**config.mk**
```make
export PLATFORM = sky130hd
export DESIGN_NAME = fifo_dm
export DESIGN_NICKNAME = d
export VERILOG_FILES = /design/src/rtl/fifo_dm_pkg.sv /design/src/rtl/fifo_dm_store.sv /design/src/rtl/fifo_dm_pipe.sv /design/src/rtl/fifo_dm_marks.sv /design/src/rtl/fifo_dm.sv
export SDC_FILE = /design/constraint.sdc
export NUM_CORES = 1
export LEC_CHECK = 0
export BUFFER_PORTS_ARGS = -buffer_cell sky130_fd_sc_hd__buf_2
export CAP_MARGIN = 25
export CORE_MARGIN = 1.5
export CORE_UTILIZATION = 30
export CTS_BUF_LIST = sky130_fd_sc_hd__clkbuf_2 sky130_fd_sc_hd__clkbuf_4 sky130_fd_sc_hd__clkbuf_8
export CTS_CLUSTER_DIAMETER = 80
export DETAILED_ROUTE_END_ITERATION = 12
export PLACE_DENSITY = 0.46
export SYNTH_ARGS = -nofsm -noshare
export SYNTH_HDL_FRONTEND = slang
export SYNTH_SLANG_ARGS = --single-unit
```
**constraint.sdc**
```tcl
create_clock -name clk -period 3.2 [get_ports clk]
set_input_delay 0.32 -clock clk [delete_from_list [all_inputs] [get_ports clk]]
set_output_delay 0.32 -clock clk [all_outputs]
set_load 0.01 [all_outputs]
```
**src/rtl/fifo_dm_pkg.sv**
```systemverilog
package fifo_dm_pkg;

  // Offset value chosen by the select pins while reset is held
  function automatic int unsigned reset_offset(input logic [1:0] code);
    case (code)
      2'b11:   return 255;
      2'b01:   return 127;
      2'b10:   return 63;
      default: return 7;
    endcase
  endfunction

  // True while occupancy sits above the low mark (one word later in fall-through)
  function automatic logic over_low_mark(input int occ, input int ofs, input logic fall);
    return occ > ofs + int'(fall);
  endfunction

  // True once occupancy reaches the high mark; fall-through capacity is one more
  function automatic logic at_high_mark(input int occ, input int ofs, input int depth,
                                        input logic fall);
    return occ + ofs >= depth + int'(fall);
  endfunction

endpackage

```
**src/rtl/fifo_dm_store.sv**
```systemverilog
module fifo_dm_store #(
  parameter int DW    = 8,
  parameter int DEPTH = 16,
  localparam int AW   = $clog2(DEPTH),
  localparam int CW   = $clog2(DEPTH + 1),
  localparam int OCW  = $clog2(DEPTH + 2)
) (
  input  logic           clk,
  input  logic           rst_n,
  input  logic           fall,
  input  logic           wr_req,
  input  logic [DW-1:0]  wr_word,
  input  logic           rd_req,
  output logic [DW-1:0]  rd_word,
  output logic           out_valid,
  output logic [OCW-1:0] occ
);
  logic [DW-1:0] mem [DEPTH];
  logic [AW-1:0] wptr, rptr;
  logic [CW-1:0] cnt;
  logic          mem_full, mem_has, wr_take, rd_take, pop;

  assign mem_full = (cnt == CW'(DEPTH));
  assign mem_has  = (cnt != '0);
  assign wr_take  = wr_req & ~mem_full;
  assign rd_take  = fall ? (rd_req & out_valid) : (rd_req & mem_has);
  assign pop      = fall ? (mem_has & (~out_valid | rd_take)) : rd_take;
  assign occ      = OCW'(cnt) + OCW'(out_valid);

  always_ff @(posedge clk) begin
    if (wr_take) mem[wptr] <= wr_word;
  end

  always_ff @(posedge clk) begin
    if (!rst_n) begin
      wptr      <= '0;
      rptr      <= '0;
      cnt       <= '0;
      out_valid <= 1'b0;
      rd_word   <= '0;
    end else begin
      if (wr_take) wptr <= wptr + 1'b1;
      if (pop) begin
        rptr    <= rptr + 1'b1;
        rd_word <= mem[rptr];
      end
      cnt <= cnt + CW'(wr_take) - CW'(pop);
      if (!fall)        out_valid <= 1'b0;
      else if (pop)     out_valid <= 1'b1;
      else if (rd_take) out_valid <= 1'b0;
    end
  end

  a_r9_empty_read_holds: assert property (@(posedge clk) disable iff (!rst_n)
    (cnt == '0) |=> $stable(rd_word));
  a_r10_read_only_when_full: assert property (@(posedge clk) disable iff (!rst_n)
    (mem_full && pop) |=> (cnt == CW'(DEPTH - 1)));
  a_r6_capacity: assert property (@(posedge clk) disable iff (!rst_n)
    occ <= OCW'(DEPTH + 1));
  a_r5_fetch_needs_data: assert property (@(posedge clk) disable iff (!rst_n)
    $rose(out_valid) |-> $past(mem_has));
endmodule

```
**src/rtl/fifo_dm_pipe.sv**
```systemverilog
module fifo_dm_pipe #(
  parameter int STAGES = 2
) (
  input  logic clk,
  input  logic rst_n,
  input  logic din,
  output logic dout
);
  logic [STAGES-1:0] s;

  for (genvar gi = 0; gi < STAGES; gi++) begin : g_stage
    if (gi == 0) begin : g_head
      always_ff @(posedge clk) begin
        if (!rst_n) s[0] <= 1'b0;
        else        s[0] <= din;
      end
    end else begin : g_tail
      always_ff @(posedge clk) begin
        if (!rst_n) s[gi] <= 1'b0;
        else        s[gi] <= s[gi-1];
      end
      a_r4_stage_shift: assert property (@(posedge clk) disable iff (!rst_n)
        $past(rst_n) |-> (s[gi] == $past(s[gi-1])));
    end
  end

  assign dout = s[STAGES-1];
endmodule

```
**src/rtl/fifo_dm_marks.sv**
```systemverilog
module fifo_dm_marks
  import fifo_dm_pkg::*;
#(
  parameter int DEPTH = 16,
  parameter int OFW   = 9,
  parameter int OCW   = 5
) (
  input  logic           clk,
  input  logic           rst_n,
  input  logic           fall,
  input  logic [1:0]     ofs_sel,
  input  logic           ld_en,
  input  logic [OFW-1:0] ld_n,
  input  logic [OFW-1:0] ld_m,
  input  logic [OCW-1:0] occ,
  output logic           ae_flag,
  output logic           af_flag
);
  logic [OFW-1:0] n_q, m_q;
  logic           above_low, at_high;

  assign above_low = over_low_mark(int'(occ), int'(n_q), fall);
  assign at_high   = at_high_mark(int'(occ), int'(m_q), DEPTH, fall);

  always_ff @(posedge clk) begin
    if (!rst_n) begin
      n_q     <= OFW'(reset_offset(ofs_sel));
      m_q     <= OFW'(reset_offset(ofs_sel));
      ae_flag <= 1'b0;
      af_flag <= 1'b1;
    end else begin
      if (ld_en) begin
        n_q <= ld_n;
        m_q <= ld_m;
      end
      ae_flag <= above_low;
      af_flag <= ~at_high;
    end
  end

  a_r12_offset_load: assert property (@(posedge clk) disable iff (!rst_n)
    ld_en |=> (n_q == $past(ld_n) && m_q == $past(ld_m)));
endmodule

```
**src/rtl/fifo_dm.sv**
```systemverilog
module fifo_dm #(
  parameter int DW    = 8,
  parameter int DEPTH = 16,
  parameter int OFW   = 9,
  localparam int OCW  = $clog2(DEPTH + 2)
) (
  input  logic           clk,
  input  logic           rst_n,
  input  logic           mode_sel,
  input  logic [1:0]     ofs_sel,
  input  logic           wr_en,
  input  logic [DW-1:0]  wr_data,
  input  logic           rd_en,
  output logic [DW-1:0]  rd_data,
  output logic           rd_flag,
  output logic           wr_flag,
  output logic           ae_flag,
  output logic           af_flag,
  input  logic           ld_en,
  input  logic [OFW-1:0] ld_empty_ofs,
  input  logic [OFW-1:0] ld_full_ofs
);
  logic           fall_q;
  logic [OCW-1:0] occ;
  logic           out_valid, has_raw, full_raw, has_late, valid_late, full_late;

  always_ff @(posedge clk) begin
    if (!rst_n) fall_q <= mode_sel;
  end

  fifo_dm_store #(.DW(DW), .DEPTH(DEPTH)) u_store (
    .clk(clk), .rst_n(rst_n), .fall(fall_q),
    .wr_req(wr_en), .wr_word(wr_data), .rd_req(rd_en), .rd_word(rd_data),
    .out_valid(out_valid), .occ(occ)
  );

  assign has_raw  = (occ != '0);
  assign full_raw = (occ == (fall_q ? OCW'(DEPTH + 1) : OCW'(DEPTH)));

  fifo_dm_pipe #(.STAGES(2)) u_has_pipe (
    .clk(clk), .rst_n(rst_n), .din(has_raw), .dout(has_late));
  fifo_dm_pipe #(.STAGES(2)) u_valid_pipe (
    .clk(clk), .rst_n(rst_n), .din(out_valid), .dout(valid_late));
  fifo_dm_pipe #(.STAGES(2)) u_full_pipe (
    .clk(clk), .rst_n(rst_n), .din(full_raw), .dout(full_late));

  assign rd_flag = fall_q ? ~valid_late : has_late;
  assign wr_flag = fall_q ? full_late : ~full_late;

  fifo_dm_marks #(.DEPTH(DEPTH), .OFW(OFW), .OCW(OCW)) u_marks (
    .clk(clk), .rst_n(rst_n), .fall(fall_q), .ofs_sel(ofs_sel),
    .ld_en(ld_en), .ld_n(ld_empty_ofs), .ld_m(ld_full_ofs), .occ(occ),
    .ae_flag(ae_flag), .af_flag(af_flag)
  );

  a_r1_mode_hold: assert property (@(posedge clk) disable iff (!rst_n)
    $past(rst_n) |-> $stable(fall_q));
  a_r10_std_capacity: assert property (@(posedge clk) disable iff (!rst_n)
    !fall_q |-> (occ <= OCW'(DEPTH)));
endmodule

```
# [Word level (Yosys, flattened, before mapping)]
# Memories as Yosys holds them, arrays and structs flattened. A register that Yosys moved wholly into a read port is not among the register bits.
# Index checks and enable logic that the tools add are counted.
# Widths: inputs -> output; s select.
[totals] reg_bits=41 ram_bits=128 out_inout_bits=12 elab_cells=61 mem_count=1
[classes] add_sub_neg=8 order_cmp=2 n_eq_ne=6 mux=14 n_bitwise=10 n_reduce_logical=5
[mem_list] memory="u_store.mem" depth=16 width=8 rd=1 rd_ports_with_merged_regs=1 write_ports=1 line="fifo_dm_store.sv:18" source="logic [DW-1:0] mem [DEPTH];"
[op_table] operator="$mux 9" count=4
[op_table] operator="$ge 32x32->1" count=1
[op_table] operator="$gt 6x32->1" count=1
[op_table] operator="$pmux 8 s3" count=1
[op_table] operator="$add 5x1->5" count=2
[op_table] operator="$add 5x9->10" count=1
[op_table] operator="$add 9x1->10" count=1
[op_table] operator="$reduce_bool 5->1" count=2
[op_table] operator="$mux 1" count=9
[op_table] operator="$add 4x1->4 const B" count=2
[op_table] operator="$add 5x1->6 const A" count=1
[op_table] operator="$eq 5x5->1" count=1
[op_table] operator="$eq 5x5->1 const B" count=1
[op_table] operator="$not 1->1" count=5
[op_table] operator="$sub 5x1->5" count=1
[op_table] operator="$and 1x1->1" count=4
[op_table] operator="$eq 2x2->1 const B" count=2
[op_table] operator="$eq 2x1->1 const B" count=1
[op_table] operator="$ne 2x1->1 const B" count=1
[op_table] operator="$reduce_and 2->1" count=1
[op_table] operator="$reduce_bool 2->1" count=1
[op_table] operator="$logic_not 1->1" count=1
[op_table] operator="$or 1x1->1" count=1

# [Longest topological paths before layout]
[logic_depth] word_depth=7 ltp_mapped=14

# [Cells and area by module]
# Synthesis repeated with hierarchy kept, for this count alone.
[unflattened] cells_unflattened=466 area_unflattened_um2=7582.3
[modules_own_cells] mod="fifo_dm_store" instances=1 cells_each=336 area_per_inst_um2=6128.4
[modules_own_cells] mod="fifo_dm_marks" instances=1 cells_each=109 area_per_inst_um2=1211.2
[modules_own_cells] mod="fifo_dm_pipe" instances=3 cells_each=4 area_per_inst_um2=52.6
[modules_own_cells] mod="fifo_dm" instances=1 cells_each=9 area_per_inst_um2=85.1

# [Worst setup path after synthesis]
# No wires, ideal clock.
[synth_path] kind="register to register" start="register u_store.cnt[2]" end="register u_store.cnt[4]" setup_ps=71 arrival_ps=2648 t_required_ps=3129 path_slack_ps=482 stages_incl_launch_ff=15 n_path_buf=1 period_less_slack_ps=2718 cell_sequence="dfxtp_1 inv_1 ha_1 nor4b_2 o21bai_1 buf_4 inv_6 ha_1 inv_1 ha_1 fa_1 a21oi_1 nor2_1 or3_1 a21oi_1"
[synth_between] elab_chain_cells=7
[synth_lines] item="start, declared" line="fifo_dm_store.sv:20" source="logic [CW-1:0] cnt;"
[synth_lines] item="start signal, assigned" line="fifo_dm_store.sv:47" source="cnt <= cnt + CW'(wr_take) - CW'(pop);"
[synth_lines] item="$reduce_bool 5->1 *" line="fifo_dm_store.sv:24" source="assign mem_has = (cnt != '0);"
[synth_lines] item="$and 1x1->1" line="fifo_dm_store.sv:26" source="assign rd_take = fall ? (rd_req & out_valid) : (rd_req & mem_has);"
[synth_lines] item="$mux 1" line="fifo_dm_store.sv:26"
[synth_lines] item="$or 1x1->1" line="fifo_dm_store.sv:27" source="assign pop = fall ? (mem_has & (~out_valid | rd_take)) : rd_take;"
[synth_lines] item="$and 1x1->1" line="fifo_dm_store.sv:27"
[synth_lines] item="$mux 1 *" line="fifo_dm_store.sv:27"
[synth_lines] item="net u_store.pop" line="fifo_dm_store.sv:21" source="logic mem_full, mem_has, wr_take, rd_take, pop;"
[synth_lines] item="$sub 5x1->5 *" line="fifo_dm_store.sv:47"
# Mark *: on every way through the listed nets, which the timed path passes. The rest lies on a longest branch.
# A chain may end at the register's enable or synchronous reset.

# [Worst setup path after layout]
# Same ends and word-level chain as after synthesis.

==> flow_metrics.env <==
export IMPL_status="finished, final reports clean"
export IMPL_mappedNetlistNets=522
export IMPL_cts_tree="yes"
export IMPL_drive_gt1_share_pct=22.8
export IMPL_syn_cell_area_um2=7560
export IMPL_cts_sink_count=177
export IMPL_cp_max_fo=6
export IMPL_powerDensity_nw_per_um2=686
export IMPL_cts_buffers=17
export IMPL_cts_clk_slew_worst_paths_ns=0.10
export IMPL_chipWidth_um=162
export IMPL_vdd_ir_drop_max_uv=248
export IMPL_min_from="mode_sel"
export IMPL_hold_path_depth=1
export IMPL_diodes=0
export IMPL_antenna_found_initial=0
export IMPL_final_max_slew_violation_count=0
export IMPL_skew_ns=0.0171
export IMPL_fillerInstances=2378
export IMPL_drv_cap=0
export IMPL_max_freq_ghz=0.342
export IMPL_hp_class="input port to register"
export IMPL_dr_pass1_iters=7
export IMPL_htree_levels=4
export IMPL_startpoint="u_store.cnt[2]$_SDFF_PN0_"
export IMPL_yosys_register_bits=177
export IMPL_grt_usage_pct=12.6
export IMPL_final_antenna_net_count=0
export IMPL_fin_crit_sh_pct=91.5
export IMPL_synthArstFlopShare_pct=0
export IMPL_nets=590
export IMPL_end_kind="register"
export IMPL_cts_root_buffer_cell="clkbuf_8"
export IMPL_die_h_um=162
export IMPL_multi_input_comb_area_um2=2280
export IMPL_die_area_um2=26200
export IMPL_grt_setup_unrepaired="false"
export IMPL_cts_hold_buf=0
export IMPL_worstSetupStartpointType="register"
export IMPL_wl_per_cell_um=18.1
export IMPL_final_cell_mix="edfxtp_1 (147), buf_2 (45), dfxtp_1 (29)"
export IMPL_grt_overflow=0
export IMPL_ys_types=45
export IMPL_yosysSeqAreaShare_pct=66.3
export IMPL_clock_latency_ns=0.46
export IMPL_instances_no_fill=863
export IMPL_numPortBuffers=45
export IMPL_worstPathRequired_ns=3.58
export IMPL_finalSetupViolations=0
export IMPL_relSlewSlack_pct=42.7
export IMPL_dpl_cell_count=831
export IMPL_synth_edf_count=147
export IMPL_synthCells=458
export IMPL_wirelength_um=15600
export IMPL_dpl_hpwl_um=10100
export IMPL_vias=4012
export IMPL_gp_congestion=0.738
export IMPL_power_leakage_uw=0.00303
export IMPL_cp_arrival_ns=3.30
export IMPL_grt_pass1_vias=4116
export IMPL_final_common_cell="edfxtp_1"
export IMPL_rows=57
export IMPL_core_um2=24500
export IMPL_area_growth_pct=14.0
export IMPL_synth_flop_cell="edfxtp_1"
export IMPL_io_pins=46
export IMPL_initial_utilization_pct=30.8
export IMPL_post_cts_buffers=0
export IMPL_drc_errors=0
export IMPL_regArea_um2=5020
export IMPL_viasPerCell=4.65
export IMPL_grt_max_degree=40
export IMPL_postSynthAreaPerCell_um2=16.5
export IMPL_grt_first_pass_wirelength_um=24000
export IMPL_yosysWarnings=0
export IMPL_reg2regPathDepth=13
export IMPL_fin_tns_setup_ns=0
export IMPL_hold_viol=0
export IMPL_finalCriticalPeriod_ns=2.93
export IMPL_critPathKind="register to register"
export IMPL_clock_path_buffers=2
export IMPL_cts_resized_gates=0
export IMPL_r2r_start="u_store.cnt[2]$_SDFF_PN0_"
export IMPL_drtIter0Drc=226
export IMPL_worst_pin_slew_ns=0.859
==> cells in the mapped netlist (3+ instances only) <==
cell type	n	area share [%]
a21oi_1	14	0.93
and2_1	8	0.66
buf_2	3	0.20
buf_4	4	0.40
buf_6	4	0.60
clkbuf_1	4	0.20
dfxtp_1	30	7.9
edfxtp_1	147	58
ha_1	28	4.6
inv_1	20	0.99
mux2i_1	19	2.5
mux4_1	14	4.9
mux4_2	18	5.4
nand2_1	21	1.0
nand2b_1	9	0.74
nand3_1	16	1.1
nor2_1	27	1.3
nor2b_1	3	0.25
nor3_1	8	0.53
o21ai_0	3	0.20
o221ai_1	8	0.93
or3_1	4	0.33
xnor2_1	10	1.2
xor2_1	8	0.93
==> area by class of cell <==
class	count	share of cell area, %
sequential	177	58.2
multi-input combinational	240	26.5
timing repair buffer	68	4.76
tap	324	4.70
clock buffer	17	2.71
clock inverter	15	2.12
inverter	22	1.02
==> power breakdown <==
group          switching (uW)  internal (uW)  leakage [uW]  total (uW)
Clock                     949            605      0.000209        1550
Combinational             800            734       0.00123        1530
Sequential                149           2670       0.00159        2820
==> critical path, stage by stage (launching register included) <==
cell      delay (ns)
dfxtp_1         0.37
inv_1           0.10
ha_1            0.20
nor4b_2         0.25
o21bai_1        0.26
inv_6           0.08
ha_1            0.28
inv_1           0.04
ha_1            0.19
fa_1            0.40
a21oi_1         0.15
nor2_1          0.06
or3_1           0.34
a21oi_1         0.14
==> state kept, by name (all words and copies together), names as in the netlist <==
register	count
u_valid_pipe.dout	1
u_marks.m_q	9
u_store.mem	128
u_has_pipe.dout	1
u_store.out_valid	1
u_full_pipe.dout	1
u_store.rd_word	8
u_store.cnt	5
u_marks.af_flag	1
u_marks.n_q	9
fall_q	1
u_full_pipe.s	1
u_marks.ae_flag	1
u_store.wptr	4
u_has_pipe.s	1
u_store.rptr	4
u_valid_pipe.s	1
==> through the flow <==
| step | cell area, um2 | hold slack, ns | total power [uW] | worst slack, ns | util [%] |
|---|---|---|---|---|---|
| detailed placement | 8200 | 0.420 | 4430 | 0.256 | 33.4 |
| global placement | 8200 | 0.418 | 4410 | 0.381 | 33.4 |
| CTS | 8620 | 0.00897 | 6010 | 0.237 | 35.1 |
| finish | 8620 | 0.0506 | 5910 | 0.272 | 35.1 |
| global route | 8620 | 0.0127 | 6270 | 0.0508 | 35.1 |
| floorplan | 7560 | 0.412 | 4030 | 0.482 | - |
==> routing by layer <==
| metal | share of wire [%] | global-route usage (%) | up-vias |
|---|---|---|---|
| met5 | 0 | 0 | - |
| met3 | 4.1 | 2.94 | 11 |
| met2 | 50 | 21.0 | 67 |
| met4 | 1.1 | 4.25 | 0 |
| met1 | 45 | 16.2 | 2036 |
| li1 | - | - | 1898 |
==> final timing paths <==
path              slack [ns]                            to
setup / recovery        0.27     u_store.cnt[4]$_SDFF_PN0_
hold / removal          0.05              fall_q$_DFFE_PN_
setup reg to reg        0.27     u_store.cnt[4]$_SDFF_PN0_
hold reg to reg         0.44  u_valid_pipe.dout$_SDFF_PN0_
==> cells by family after synthesis <==
kind of cell	count (synthesis)	share of synthesized area [%]
XOR/XNOR	18	2.09
AND/OR/NAND/NOR	106	7.00
AO/OA/AOI/OAI	35	3.21
flip-flops	177	66.3
multiplexers	51	12.7
adder cells (fa/ha/maj)	30	5.16
buffers and inverters	41	3.46
(Power assumes the default switching activity.)
